==> src/rtl/sclk_pkg.sv <==
`timescale 1ns/1ps
package sclk_pkg;
  typedef enum logic [1:0] {
    TRIM_OFF  = 2'b00,
    TRIM_ADD  = 2'b01,
    TRIM_SUB  = 2'b10,
    TRIM_HOLD = 2'b11
  } trim_mode_e;

  typedef enum logic [1:0] {
    REG_FLEN = 2'd0,
    REG_TRIM = 2'd1,
    REG_RLEN = 2'd2,
    REG_MODE = 2'd3
  } reg_sel_e;
endpackage

==> src/rtl/sclk_prescale.sv <==
`timescale 1ns/1ps
module sclk_prescale #(
  parameter int DIV = 4
) (
  input  logic clk_i,
  input  logic rst_ni,
  output logic tick_o
);
  localparam int W = (DIV > 1) ? $clog2(DIV) : 1;
  localparam logic [W-1:0] LAST = W'(DIV - 1);

  logic [W-1:0] cnt_q;

  assign tick_o = (cnt_q == LAST);

  always_ff @(posedge clk_i or negedge rst_ni) begin
    if (!rst_ni)     cnt_q <= '0;
    else if (tick_o) cnt_q <= '0;
    else             cnt_q <= cnt_q + 1'b1;
  end
endmodule

==> src/rtl/sclk_filt_div.sv <==
`timescale 1ns/1ps
module sclk_filt_div
  import sclk_pkg::*;
#(
  parameter int LEN_W   = 5,
  parameter int CNT_W   = 6,
  parameter int LEN_RST = 9
) (
  input  logic             clk_i,
  input  logic             rst_ni,
  input  logic             tick_i,
  input  logic [LEN_W-1:0] len_i,
  input  logic [CNT_W-1:0] trim_i,
  input  logic             mode_wr_i,
  input  trim_mode_e       mode_i,
  output logic             tc_o
);
  localparam int SW = CNT_W + 2;
  localparam logic signed [SW-1:0] ONE = SW'(1);

  logic [CNT_W-1:0]        cnt_q;
  trim_mode_e              mode_q;
  logic signed [SW-1:0]    base, delta, sum;
  logic [CNT_W-1:0]        reload;

  assign base  = $signed({{(SW-LEN_W){1'b0}}, len_i});
  assign delta = $signed({{(SW-CNT_W){trim_i[CNT_W-1]}}, trim_i});

  always_comb begin
    unique case (mode_q)
      TRIM_ADD: sum = base + delta;
      TRIM_SUB: sum = base - delta;
      default:  sum = base;
    endcase
    // lengths below one collapse to a single prescaled tick
    if (sum < ONE) reload = '0;
    else           reload = sum[CNT_W-1:0] - 1'b1;
  end

  assign tc_o = tick_i && (cnt_q == '0);

  always_ff @(posedge clk_i or negedge rst_ni) begin
    if (!rst_ni)     cnt_q <= CNT_W'(LEN_RST - 1);
    else if (tc_o)   cnt_q <= reload;
    else if (tick_i) cnt_q <= cnt_q - 1'b1;
  end

  // one-shot: consumed at the terminal count, a same-cycle write stays armed
  always_ff @(posedge clk_i or negedge rst_ni) begin
    if (!rst_ni)        mode_q <= TRIM_OFF;
    else if (mode_wr_i) mode_q <= mode_i;
    else if (tc_o)      mode_q <= TRIM_OFF;
  end
endmodule

==> src/rtl/sclk_rate_div.sv <==
`timescale 1ns/1ps
module sclk_rate_div #(
  parameter int W   = 6,
  parameter int RST = 36
) (
  input  logic         clk_i,
  input  logic         rst_ni,
  input  logic         en_i,
  input  logic [W-1:0] len_i,
  output logic         tc_o
);
  logic [W-1:0] cnt_q;
  logic [W-1:0] reload;

  assign reload = (len_i == '0) ? '0 : len_i - 1'b1;
  assign tc_o   = en_i && (cnt_q == '0);

  always_ff @(posedge clk_i or negedge rst_ni) begin
    if (!rst_ni)   cnt_q <= W'(RST - 1);
    else if (tc_o) cnt_q <= reload;
    else if (en_i) cnt_q <= cnt_q - 1'b1;
  end
endmodule

==> src/rtl/sample_clk_gen.sv <==
`timescale 1ns/1ps
module sample_clk_gen
  import sclk_pkg::*;
#(
  parameter int PRE_DIV  = 4,
  parameter int FLEN_W   = 5,
  parameter int CNT_W    = 6,
  parameter int RLEN_W   = 6,
  parameter int FLEN_RST = 9,
  parameter int RLEN_RST = 36
) (
  input  logic                                 clk_i,
  input  logic                                 rst_ni,
  input  logic                                 wr_en_i,
  input  logic [1:0]                           wr_addr_i,
  input  logic [(CNT_W > RLEN_W ? CNT_W : RLEN_W)-1:0] wr_data_i,
  output logic                                 filt_pulse_o,
  output logic                                 filt_clk_o,
  output logic                                 conv_strobe_o
);
  localparam int DW = (CNT_W > RLEN_W) ? CNT_W : RLEN_W;

  logic [FLEN_W-1:0] flen_q;
  logic [CNT_W-1:0]  trim_q;
  logic [RLEN_W-1:0] rlen_q;
  logic              pre_tick, filt_tc, rate_en, filt_q;
  logic              mode_wr;
  reg_sel_e          sel;

  assign sel     = reg_sel_e'(wr_addr_i);
  assign mode_wr = wr_en_i && (sel == REG_MODE);

  always_ff @(posedge clk_i or negedge rst_ni) begin
    if (!rst_ni) begin
      flen_q <= FLEN_W'(FLEN_RST);
      trim_q <= '0;
      rlen_q <= RLEN_W'(RLEN_RST);
    end else if (wr_en_i) begin
      unique case (sel)
        REG_FLEN: flen_q <= wr_data_i[FLEN_W-1:0];
        REG_TRIM: trim_q <= wr_data_i[CNT_W-1:0];
        REG_RLEN: rlen_q <= wr_data_i[RLEN_W-1:0];
        default:  ;
      endcase
    end
  end

  sclk_prescale #(.DIV(PRE_DIV)) u_pre (
    .clk_i  (clk_i),
    .rst_ni (rst_ni),
    .tick_o (pre_tick)
  );

  sclk_filt_div #(
    .LEN_W   (FLEN_W),
    .CNT_W   (CNT_W),
    .LEN_RST (FLEN_RST)
  ) u_filt (
    .clk_i     (clk_i),
    .rst_ni    (rst_ni),
    .tick_i    (pre_tick),
    .len_i     (flen_q),
    .trim_i    (trim_q),
    .mode_wr_i (mode_wr),
    .mode_i    (trim_mode_e'(wr_data_i[1:0])),
    .tc_o      (filt_tc)
  );

  always_ff @(posedge clk_i or negedge rst_ni) begin
    if (!rst_ni)      filt_q <= 1'b0;
    else if (filt_tc) filt_q <= ~filt_q;
  end

  // rate divider advances on rising edges of the square filter clock
  assign rate_en = filt_tc && !filt_q;

  sclk_rate_div #(.W(RLEN_W), .RST(RLEN_RST)) u_rate (
    .clk_i  (clk_i),
    .rst_ni (rst_ni),
    .en_i   (rate_en),
    .len_i  (rlen_q),
    .tc_o   (conv_strobe_o)
  );

  assign filt_pulse_o = filt_tc;
  assign filt_clk_o   = filt_q;

  if (DW < 2) begin : g_bad_width
    initial $error("data width too small for trim mode");
  end
endmodule

==> config.mk <==
export PLATFORM = sky130hd
export DESIGN_NAME = sample_clk_gen
export DESIGN_NICKNAME = d
export VERILOG_FILES = /design/src/rtl/sclk_pkg.sv /design/src/rtl/sclk_prescale.sv /design/src/rtl/sclk_filt_div.sv /design/src/rtl/sclk_rate_div.sv /design/src/rtl/sample_clk_gen.sv
export SDC_FILE = /design/constraint.sdc
export NUM_CORES = 1
export LEC_CHECK = 0
export CAP_MARGIN = 25
export CORE_MARGIN = 5
export CORE_UTILIZATION = 40
export CTS_CLUSTER_DIAMETER = 200
export CTS_CLUSTER_SIZE = 30
export DETAILED_ROUTE_END_ITERATION = 10
export PLACE_DENSITY = 0.65
export SETUP_SLACK_MARGIN = 0.3
export SYNTH_ARGS = -nofsm -noshare
export SYNTH_HDL_FRONTEND = slang
export SYNTH_HIERARCHICAL = 1
export SYNTH_SLANG_ARGS = --single-unit
==> constraint.sdc <==
create_clock -name clk_i -period 3.75 [get_ports clk_i]
set_input_delay 0.75 -clock clk_i [delete_from_list [all_inputs] [get_ports clk_i]]
set_output_delay 0.75 -clock clk_i [all_outputs]
set_load 0.005 [all_outputs]
==> results.txt, run 1 <==
- The run finished with clean final reports.
- Of all nets on the critical path, the largest fanout is 9.
- Once the floorplan was initialized, standard cells occupied about 40% of the core.
* Die area: 7530 sq um
- Final HPWL from detailed placement: 3.51 mm
- No sink is reached through more buffers than the 2 on the longest clock path.
* Count of H-tree levels built during CTS: 2
- Summing over every cut layer, the via total after detailed routing is around 1.7k.
- The floorplan step set the die height to 86.8 microns.
* Primary FF master, synth: sky130_fd_sc_hd__dfrtp_1
- For the final routed database, the setup TNS stands at 0 ns.
* Antenna Violating Nets Remaining: 0
* Class of the tightest hold or removal check: reg2reg
- Clock tree from TritonCTS: built
- For the worst setup path, the data required time is 3.92 ns.
- Data arrives at the worst endpoint at between 3 and 4 ns.
- Final Hold Violating Endpoints: 0
* Count of pins on the block boundary: 14
* Number of synthesis warnings: 6
- Post-route clock period utilization: between 80 and 90%
- The analysis attributes to cell leakage a power of ~1.1 nW.
- Synthesis handed over a netlist of 233 instances.
- Register bit total from synthesis: 34
- Share of layout cells above drive strength 1: 28.9%
* Most common library cell in the layout ignoring fill and taps: sky130_fd_sc_hd__dfrtp_1
- Transition time at the pin with the least slew margin: roughly 0.55 ns
- Path type of the worst setup path: reg2reg
* Final setup vio count: 0
* Number of global-route vias before repair: 1,714
* Average vias per placed instance: 5.27
* Setup repair after global routing missed its margin: false
* Ratio of total power to cell area: 639 nW/um^2
- A synthesized cell averages roughly 10 sq um.
- When the netlist entered floorplanning its net count stood at between 200 and 300.
* Category of the worst setup path capture point: flop
- The region available for standard cell placement spans 5820 sq um.
* Peak Freq: 322 MHz
- The top cell types in the final layout, fill and taps aside, are 26 x sky130_fd_sc_hd__dfrtp_1, 19 x sky130_fd_sc_hd__mux2_2, 17 x sky130_fd_sc_hd__nand2_1, 16 x sky130_fd_sc_hd__nor2_1, 14 x sky130_fd_sc_hd__inv_1.
- Count of nets after finishing: 280
- Clock tree synthesis inserted a total of 5 buffers.
* Number of cells traversed by the worst register-to-register path: 11
- Maximum number of pins on one net before global-route repair: 35
- Input/output buffers: 13
- STA classifies the critical path startpoint as a flop.
- Initial DRC Count: 43
- Number of rows created at floorplan: 28
* Synthesized cell area: 2360 sq um
* Overall overflow remaining after global route: 0
- Cell depth of the worst min-delay path: 1
- Final routed DRC violation total: 0
- Clock tree synthesis found a total of 34 sinks.
* Initial antenna violation count: 0
* Worst VDD drop: between 0.2 and 0.3 mV
- Worst skew pair latency: 0.29 ns
- At the end of the flow the core is filled with cells to 46.6%.
* Share of flip-flops with an asynchronous set or reset after synthesis: 100%
- Across the run, the number of max-cap violations was 0.
* Total routing resource utilization after global routing: a little over an eighth
- Distinct cell type count of the synthesized netlist: 58
* Average detailed-routed wire length per instance: roughly 14 microns
* Headroom to the max-slew limit: 62.7%
* Shortest period the worst path allows: between 3 and 4 ns
* Clk slew on worst S/H paths: 0.07 ns
- The number of antenna diodes in the final layout is 0.
- Syn-to-layout area delta: 14.9%
- Worst Clk Skew: 0.00560 ns
- Routability-driven placement finished with a final weighted congestion of 0.838.
- Width of the chip: 86.8 microns
- The max-slew violation count was 0.
- Iteration count of the initial detailed-routing pass: 4
* Wire length reported by the detailed router: 4.55 mm
- Clock Tree Root: sky130_fd_sc_hd__clkbuf_8
* Number of enable flip-flop cells after synthesis: 0
* First-pass GRT wire length: around 7.7 mm
* Share of synthesized area occupied by flip-flops and latches: between 30% and 40%
[critical path, stage by stage (launching register included)]
cell and delay (ns):
sky130_fd_sc_hd__dfrtp_1 0.36, sky130_fd_sc_hd__inv_1 0.08, sky130_fd_sc_hd__ha_1 0.35, sky130_fd_sc_hd__mux2_2 0.42, sky130_fd_sc_hd__fa_1 0.43, sky130_fd_sc_hd__xnor2_1 0.14
sky130_fd_sc_hd__mux2i_1 0.27, sky130_fd_sc_hd__nand2_2 0.11, sky130_fd_sc_hd__or2_1 0.25, sky130_fd_sc_hd__or3b_4 0.41, sky130_fd_sc_hd__nand2_4 0.11, sky130_fd_sc_hd__o31ai_2 0.07
[timing repair]
item / in CTS / in global routing
gates resized for setup: 2 / 3
setup buffers: 2 / 0
endpoints found under the setup margin: 1 / 1
pin swaps: 1 / 0
hold buffers: 0 / 0
[through the flow]
| step | cell area (sq um) | hold WS [ns] | setup WS [ns] | cells | total power, W |
|---|---|---|---|---|---|
| 2_1_floorplan | 2360 | 0.403 | 0.787 | 233 | 0.00126 |
| 3_3_place_gp | 2580 | 0.413 | 0.424 | 321 | 0.00143 |
| 3_5_place_dp | 2580 | 0.421 | 0.392 | 321 | 0.00145 |
| 4_1_cts | 2700 | 0.430 | 0.319 | 331 | 0.00174 |
| 5_1_grt | 2710 | 0.447 | 0.483 | 331 | 0.00187 |
| 6_report | 2710 | 0.425 | 0.643 | 331 | 0.00173 |
[per-layer routing]
layer | GRT usage, % | routed length, microns | vias up
li1 | - | - | 877
met1 | 15.5 | 2090 | 846
met2 | 22.5 | 2310 | 15
met3 | 2.76 | 81 | 6
met4 | 6.52 | 69 | 0
met5 | 0 | 0 | -
[where the power goes]
group | switching, W | leakage [nW] | total, W | internal (W)
clock | 0.000135 | 0.0472 | 0.000282 | 0.000147
combinational | 0.000444 | 0.694 | 0.000852 | 0.000408
sequential | 0.000111 | 0.398 | 0.000596 | 0.000486
total | 0.000690 | 1.14 | 0.00173 | 0.00104
[registers in the layout, indices dropped and copies added (netlist names)]
name           cells
u_rate/cnt_q       6
trim_q             6
u_pre/cnt_q        2
u_filt/cnt_q       6
filt_clk_o         1
rlen_q             6
flen_q             5
u_filt/mode_q      2
[Yosys cell counts, drive strengths merged (2+ instances only)]
library cell / count / share of area [%]
nand2b: 4 / 1.1
xor2: 4 / 1.5
mux2i: 3 / 1.3
ha: 13 / 6.9
or3: 2 / 0.80
nand3: 6 / 1.5
o22a: 2 / 0.74
buf: 2 / 0.80
nor3b: 6 / 2.9
clkbuf: 2 / 0.32
mux2: 19 / 9.1
a31oi: 5 / 1.3
inv: 15 / 2.4
o221ai: 2 / 0.74
o31ai: 5 / 2.4
nand2: 20 / 3.7
nand3b: 2 / 0.96
o21a: 2 / 0.64
a21oi: 17 / 4.6
or4: 2 / 0.64
o21ai: 10 / 2.1
or2: 4 / 1.1
nor2: 17 / 2.7
xnor2: 8 / 3.3
dfrtp: 26 / 28
nor2b: 4 / 1.4
nor3: 7 / 1.7
dfstp: 8 / 8.9
[worst paths after layout]
kind | start | to | slack [ns]
setup / recovery | u_filt/mode_q[0] | u_filt/cnt_q[5] | 0.64
hold / removal | u_pre/cnt_q[0] | u_pre/cnt_q[0] | 0.43
setup reg to reg | u_filt/mode_q[0] | u_filt/cnt_q[5] | 0.64
hold reg to reg | u_pre/cnt_q[0] | u_pre/cnt_q[0] | 0.43
max in group asynchronous | rst_ni | u_filt/cnt_q[3] | 2.54
min in group asynchronous | rst_ni | u_rate/cnt_q[3] | 0.87
[logic make-up after synthesis]
| kind of cell | Yosys count | share of synthesized area, % |
|---|---|---|
| buffers and inverters | 19 | 3.50 |
| adders and majority gates | 14 | 7.75 |
| muxes | 22 | 10.4 |
| xor gates and xnor gates | 12 | 4.78 |
| and+or+nand+nor | 81 | 21.3 |
| AOI/OAI and AO/OA | 51 | 15.8 |
| DFF | 34 | 36.5 |
[layout make-up]
| type | count | area, sq um |
|---|---|---|
| Inverter | 15 | 56.3 |
| Fill cell | 587 | 3110 |
| Tap cell | 75 | 93.8 |
| Timing Repair Buffer | 19 | 178 |
| Multi-Input combinational cell | 180 | 1420 |
| Sequential cell | 34 | 861 |
| Clock buffer | 6 | 82.6 |
| Clock inverter | 2 | 12.5 |
Note: power is estimated with default switching activity, not from simulation.
==> inputs of run 2 (changes only) <==
- PLACE_DENSITY: 0.65 -> 0.67
- clock period: 3.75 -> 2.6 ns (I/O delays scaled with it)
==> run 2 against run 1 <==
Against the previous run: the flow now finishes with violations (setup timing); non-clock buffer count is 42 higher; sequential power up 43%; global-route usage up 1.8 points; cell area increased by 18%; power is 75% higher; first-iteration DRC count up 100%; critical path depth fell by 2; clock skew increased by 0.010 ns; sequential share of layout area shrank 4.8 points; routed wire length up 13%; clock-buffer cell count stayed put; largest cell class unchanged.
==> results.txt, run 2 (synthesized netlist as in run 1, its figures left out) <==
- The critical-path maximum fanout was 2 (was 9).
- The total routed wire length on the met1 layer came to 2.20 mm (was 2.09 mm).
- Count of H-tree levels built during CTS: 2 (unchanged)
- Total Power: 0.00304 W (was 0.00173 W)
- Hold-fix buffers at CTS: 0 (unchanged)
- R2R Setup Slk: -0.19 ns (was 0.64 ns)
* Num CTS Buffers: 5 (unchanged)
* Number of placed cells counting well taps: 346 (was 321)
- Crit path setup slack, layout: -0.207 ns (was 0.643 ns)
- Category of the worst setup path launch point: flop (unchanged)
- Iteration count of the initial detailed-routing pass: 4 (unchanged)
- Fillers: 533 (was 587)
- The routed length per instance is 13.8 microns (was 13.7 microns).
- Most frequent cells in the layout: 39 x sky130_fd_sc_hd__buf_4, 26 x sky130_fd_sc_hd__dfrtp_1, 17 x sky130_fd_sc_hd__mux2_2, 17 x sky130_fd_sc_hd__nand2_1, 13 x sky130_fd_sc_hd__inv_1 (was 26 x sky130_fd_sc_hd__dfrtp_1, 19 x sky130_fd_sc_hd__mux2_2, 17 x sky130_fd_sc_hd__nand2_1, 16 x sky130_fd_sc_hd__nor2_1, 14 x sky130_fd_sc_hd__inv_1)
- Peak Freq: approximately 360 MHz
* Clk slew on worst S/H paths: 0.08 ns (was 0.07 ns)
- The overall die area is 7530 sq um (unchanged).
- Total count of max-transition violations in the final report: 0 (unchanged)
- Width of the chip: 86.8 microns (unchanged)
- Clock Tree Root: sky130_fd_sc_hd__clkbuf_8 (unchanged)
- The clock skew was 0.0158 ns (was 0.00560 ns).
- Y dimension of the die: 86.8 microns (unchanged)
* Category of the worst setup path capture point: primary output (was flop)
* Count of pins on the block boundary: 14 (unchanged)
- Setup repair after global routing missed its margin: true (was false).
* Cell depth of the worst min-delay path: 1 (unchanged)
- The total number of nets in the final design came to 322 (was 280).
* Overall overflow remaining after global route: 0 (unchanged)
- Wire length on met3: 94 microns (was 81 microns)
- The initial core utilization came to 40.5% (unchanged).
- First-pass GRT wire length: 8.80 mm (was 7.68 mm)
- The global-route total usage across every layer is 15.0% (was 13.1%).
- The detailed-route DRC error count is 0 (unchanged).
- Area used by multi-input combinational logic: 1570 sq um (was 1420 sq um)
- The register area was 861 sq um (unchanged).
- Worst VDD drop: 0.457 mV (was 0.276 mV)
- Average vias per placed instance: 5.23 (was 5.27)
- Input/output buffers: 13 (unchanged)
* Wire length reported by the detailed router: 5.14 mm (was 4.55 mm)
* Shortest period the worst path allows: 2.81 ns
* Number of global-route vias before repair: 1,920 (was 1,714)
- Transition time at the pin with the least slew margin: 0.522 ns (was 0.553 ns)
* Final HPWL from detailed placement: 3.79 mm (was 3.51 mm)
- The checks that failed: setup timing.
- The number of DRC markers in iteration 0 came to 88 (was 43).
- The total vias in the final route was 1,949 (was 1,744).
- The count of nets left with antenna violations after detail routing was 0 (unchanged).
- The remaining max-slew budget at the tightest pin is 64.7% (was 62.7%).
- The placeable core area was 5820 sq um (unchanged).
- Max-capacitance violation count: 0 (unchanged)
- The met2 routed wirelength is 2.82 mm (was 2.31 mm).
- The total power divided by cell area is 951 nW/um^2 (was 639 nW/um^2).
- The CTS tree is built (unchanged).
- Run status: finished with violations (was finished clean)
- The maximum number of pins on one net before global-route repair came to 35 (unchanged).
- The top metal layer carrying routed signals is met4 (unchanged).
- The number of core rows was 28 (unchanged).
- The share of post-route cells with drive strength above 1 came to 47.0% (was 28.9%).
- The startpoint-to-endpoint class of the critical path was reg2out (was reg2reg).
* Final estimated routing congestion in global placement: 0.802 (was 0.838)
- Worst skew pair latency: 0.29 ns (about the same)
- Number of antenna repair diodes: 0 (unchanged)
* Static power due to leakage: 1.37 nW (was 1.14 nW)
- The number of cells traversed by the worst register-to-register path is 11 (unchanged).
* Most common library cell in the layout ignoring fill and taps: sky130_fd_sc_hd__buf_4 (was sky130_fd_sc_hd__dfrtp_1)
* Post-route clock period utilization: 108%
- Number of buffers on the longest clock path: 2 (unchanged)
- The required time at the worst-slack endpoint was 2.08 ns (was 3.92 ns).
* Class of the tightest hold or removal check: reg2reg (unchanged)
- Final Hold Violating Endpoints: 0 (unchanged)
- Final setup vio count: 7 (was 0)
- The area growth from synthesis to layout is 35.5% (was 14.9%).
- The initial antenna violation count was 0 (unchanged).
- The final cell count without fillers is 373 (was 331).
- Data arrival time at the worst-slack endpoint: 2.29 ns (was 3.28 ns)
- Sink Count: 34 (unchanged)
[run 2: cell types whose count changed in the layout (fill, tap and decap cells not counted), sizes merged]
| cell | delta |
|---|---|
| dlymetal6s2s | -1 |
| buf | +44 |
| clkdlybuf4s50 | -1 |
[run 2: critical path, cell delays in order, from the launching register on]
cell,delay [ns]
sky130_fd_sc_hd__dfrtp_1,0.36
sky130_fd_sc_hd__ha_2,0.18
sky130_fd_sc_hd__or4b_4,0.48
sky130_fd_sc_hd__nor2_4,0.10
sky130_fd_sc_hd__nand2_2,0.07
sky130_fd_sc_hd__inv_2,0.06
sky130_fd_sc_hd__nor2b_4,0.14
sky130_fd_sc_hd__and4bb_2,0.25
sky130_fd_sc_hd__nor3b_4,0.20
sky130_fd_sc_hd__buf_2,0.15
[run 2: metal layers]
layer | vias to the layer above | global-route usage, %
li1 | 966 | -
met1 | 957 | 17.7
met2 | 24 | 27.1
met3 | 2 | 2.85
met4 | 0 | 4.67
met5 | - | 0
[run 2: final timing paths]
kind	from	to
worst min-delay path	u_pre/cnt_q[1]	u_pre/cnt_q[1]
worst max register to register	trim_q[0]	u_filt/cnt_q[5]
worst min register to register	u_pre/cnt_q[1]	u_pre/cnt_q[1]
worst max-delay path	u_pre/cnt_q[0]	conv_strobe_o
min in group asynchronous	rst_ni	u_filt/mode_q[1]
max in group asynchronous	rst_ni	rlen_q[5]
[run 2: power by group]
group          switching [W]  internal, W  total (W)
combinational       0.000815     0.000964    0.00178
clock               0.000191     0.000213   0.000403
sequential          0.000154     0.000700   0.000854
[run 2: timing repair]
| action | CTS | global route |
|---|---|---|
| setup buffers | 11 | 8 |
| setup endpoints to repair | 13 | 14 |
| resized for setup | 30 | 18 |
| pin swaps | 21 | 18 |
[run 2: per-stage QoR]
step	hold WS, ns	worst slack [ns]	utilization (%)	cell area [sq um]	TNS (ns)
after global placement	0.414	-0.286	48.2	2800	-1.07
after global routing	0.529	-0.308	54.9	3190	-2.00
after CTS	0.510	-0.179	52.6	3060	-0.945
after detailed placement	0.427	-0.372	48.2	2800	-1.39
final	0.507	-0.207	54.9	3190	-1.20
after floorplan	0.224	-0.173	-	2400	-0.814
[run 2: layout make-up]
cell class              count  share of cell area [%]
multi-input cells         180                    49.1
well taps                  75                    2.94
clock buffers               6                    2.59
flip-flops and latches     34                    27.0
inverters                  15                    1.76
clock inverters             2                   0.392
repair buffers             61                    16.3
==> inputs of run 3 (changes only) <==
- PLACE_DENSITY: 0.67 -> 0.65
- clock period: 2.6 -> 2.8 ns (I/O delays scaled with it)
==> run 3 against run 2 <==
Against the previous run: the flow still finishes with violations (setup timing); die area did not move; hold slack got worse by 0.0098 ns; largest cell class unchanged; flip-flop and latch count did not move; core utilization fell by 0.60 points; cell area fell by 1.1%; largest power group unchanged; cell count fell by 3.2%; sequential power fell by 7.4%; routed wire length fell by 0.31%; sequential share of layout area rose by 0.30 points; highest routed layer unchanged.
==> results.txt, run 3 (synthesized netlist as in run 1, its figures left out) <==
- Run status: finished with violations (unchanged).
- Violated checks: setup timing (unchanged)
- Syn-to-layout area delta: 34.0% (was 35.5%)
* Y dimension of the die: 86.8 microns (unchanged)
- Worst skew pair latency: 0.28 ns (was 0.29 ns)
* Utilization of the core after routing: 54.3% (was 54.9%)
* Num CTS Buffers: 5 (unchanged)
- The startpoint kind of the worst setup timing path is a flop (unchanged).
- Final HPWL from detailed placement: 3.66 mm (was 3.79 mm)
- Overall overflow remaining after global route: 0 (unchanged)
- Final estimated routing congestion in global placement: 0.824 (was 0.802)
- The initial antenna violation count came to 0 (unchanged).
- Worst-path cell with the longest stage delay: sky130_fd_sc_hd__fa_2 (was sky130_fd_sc_hd__or4b_4)
- The number of DRC markers in iteration 0 was 126 (was 88).
- Iteration count of the initial detailed-routing pass: 4 (unchanged)
- Input/output buffers: 13 (unchanged)
- Derived from the worst setup path, the maximum achievable clock frequency is between 300 and 400 MHz.
- The via count of the first global-routing pass is 1,906 (was 1,920).
* Static power due to leakage: 1.31 nW (was 1.37 nW)
- Width of the chip: 86.8 microns (unchanged)
- The total number of nets in the final design is 310 (was 322).
- The H-tree depth came to 2 (unchanged).
* Number of antenna repair diodes: 0 (unchanged)
- Count of pins on the block boundary: 14 (unchanged)
* Share of layout cells above drive strength 1: 47.6% (was 47.0%)
- Average vias per placed instance: 5.27 (was 5.23)
- Total count of max-transition violations in the final report: 0 (unchanged)
* Largest fanout on the critical path: 5 (was 2)
* Clock tree from TritonCTS: built (unchanged)
- Sequential standard cell area: 861 sq um (unchanged)
- Standard cell core area: 5820 sq um (unchanged)
- Final routed DRC violation total: 0 (unchanged)
- Number of buffers on the longest clock path: 2 (unchanged)
- The commonest non-fill, non-tap cell in the layout is sky130_fd_sc_hd__buf_4 (unchanged).
- Worst Clk Skew: 0.00224 ns (was 0.0158 ns)
- R2R Setup Slk: -0.009 ns (was -0.19 ns)
- The multi-input gate area in the final layout came to 1640 sq um (was 1570 sq um).
- The fraction of power spent switching nets is 38.7% (was 38.2%).
- The share of power burned in the clock network came to 13.2% (was 13.3%).
- The routed length per instance came to 14.2 microns (was 13.8 microns).
- Initial Utilization: 40.5% (unchanged)
- The maximum number of pins on one net before global-route repair came to 35 (unchanged).
- Class of the tightest hold or removal check: reg2reg (unchanged)
- The final critical path takes up 100% of the cycle.
- The register share of total power is 27.7% (was 28.1%).
- Fillers: 527 (was 533)
- Vias: 1,902 (was 1,949)
- The CTS sink count is 34 (unchanged).
- Total routing resource utilization after global routing: 14.3% (was 15.0%)
- The required time at the worst-slack endpoint came to 2.97 ns (was 2.08 ns).
- Setup repair after global routing missed its margin: true (unchanged)
- The overall die area is 7530 sq um (unchanged).
* Path type of the worst setup path: reg2reg (was reg2out)
- Transition time at the pin with the least slew margin: 0.639 ns (was 0.522 ns)
* Category of the worst setup path capture point: flop (was primary output)
- Worst-path cell chain: inv_2 -> ha_4 -> mux2_4 -> fa_2 -> mux2_4 -> ha_4 -> nand2_2 -> or2_4 -> or3b_4 -> nand2_8 -> o31ai_2 (was ha_2 -> or4b_4 -> nor2_4 -> nand2_2 -> inv_2 -> nor2b_4 -> and4bb_2 -> nor3b_4 -> buf_2).
* First-pass GRT wire length: 8.58 mm (was 8.80 mm)
* Net switching power: 0.00111 W (was 0.00116 W)
* Clock Tree Root: sky130_fd_sc_hd__clkbuf_8 (unchanged)
- The total wire length was 5.13 mm (was 5.14 mm).
- The count of nets left with antenna violations after detail routing was 0 (unchanged).
- Max-capacitance violation count: 0 (unchanged)
- The hold violation count in the final report came to 0 (unchanged).
* Clk slew on worst S/H paths: 0.07 ns (was 0.08 ns)
- Data arrival time at the worst-slack endpoint: 2.98 ns (was 2.29 ns)
- The internal power of the cells was 0.00175 W (was 0.00188 W).
* Combinational fraction of design power: 59.1% (was 58.6%)
- The number of setup violations in the final report is 1 (was 7).
- The worst ir drop on vdd came to 0.431 mV (was 0.457 mV).
* Number of rows created at floorplan: 28 (unchanged)
- Subtracting the final worst setup slack from the clock period gives about 2.8 ns.
- Number of placed cells counting well taps: 342 (was 346)
* Ratio of total power to cell area: 904 nW/um^2 (was 951 nW/um^2)
* Most frequent cells in the layout: 31 x sky130_fd_sc_hd__buf_4, 26 x sky130_fd_sc_hd__dfrtp_1, 17 x sky130_fd_sc_hd__mux2_2, 17 x sky130_fd_sc_hd__nand2_1 (was 39 x sky130_fd_sc_hd__buf_4, 26 x sky130_fd_sc_hd__dfrtp_1, 17 x sky130_fd_sc_hd__mux2_2, 17 x sky130_fd_sc_hd__nand2_1, 13 x sky130_fd_sc_hd__inv_1)
* Slowest cell delay on critical path: 0.53 ns (was 0.48 ns)
- The final cell count without fillers was 361 (was 373).
* Headroom to the max-slew limit: 56.8% (was 64.7%)
- The worst path setup slack after routing was -0.00886 ns (was -0.207 ns).
- The pre-CTS setup slack is -0.205 ns (was -0.372 ns).
## run 3: cell type report
cell class,instances,share of cell area [%]
inverter,15,1.78
multi-input combinational,180,51.9
sequential,34,27.3
clock inverter,2,0.396
tap,75,2.97
timing repair buffer,49,13.1
clock buffer,6,2.61
## run 3: path summary, 6_finish.rpt
kind / start / cells after the start / to
min in group asynchronous: rst_ni / 2 / u_rate/cnt_q[3]
min reg2reg: u_pre/cnt_q[1] / 1 / u_pre/cnt_q[1]
max in group asynchronous: rst_ni / 2 / rlen_q[2]
min: u_pre/cnt_q[1] / 1 / u_pre/cnt_q[1]
max: trim_q[0] / 11 / u_filt/cnt_q[5]
max reg2reg: trim_q[0] / 11 / u_filt/cnt_q[5]
## run 3: critical path: cells and delay by family (launching register included)
kind            cells  cell delay, ns
fa+ha+maj           3            0.86
simple gates        4            0.83
mux                 2            0.45
flops               1            0.40
buf+inv             1            0.09
compound gates      1            0.07
## run 3: timing repair
action / CTS / global route
setup buffers: 6 / 5
resized for setup: 22 / 29
gates cloned: 0 / 0
endpoints found under the setup margin: 11 / 13
hold buffers: 0 / 0
pin swaps: 15 / 16
## run 3: routing by layer
layer / up-vias / GRT usage, % / part of all wire, %
li1: 949 / - / -
met3: 8 / 2.95 / 2.4
met1: 914 / 17.9 / 43
met2: 31 / 24.2 / 53
met4: 0 / 5.67 / 1.6
met5: - / 0 / 0
## run 3: stage by stage
stage	instance area [sq um]	setup TNS, ns	hold WS [ns]	total power [W]
floorplan	2400	0	0.264	0.00173
detailed placement	2770	-0.293	0.465	0.00214
finish	3160	-0.00886	0.497	0.00286
global route	3160	-0.469	0.508	0.00309
CTS	2980	0	0.498	0.00268
global placement	2770	-0.137	0.414	0.00212
## run 3: power groups by stage
stage | clock (W) | combinational [W] | sequential (W)
5_1_grt | 0.000422 | 0.00185 | 0.000813
2_1_floorplan | 0 | 0.000973 | 0.000762
6_report | 0.000378 | 0.00169 | 0.000791
3_5_place_dp | 0 | 0.00136 | 0.000782
3_3_place_gp | 0 | 0.00134 | 0.000779
4_1_cts | 0.000394 | 0.00150 | 0.000785
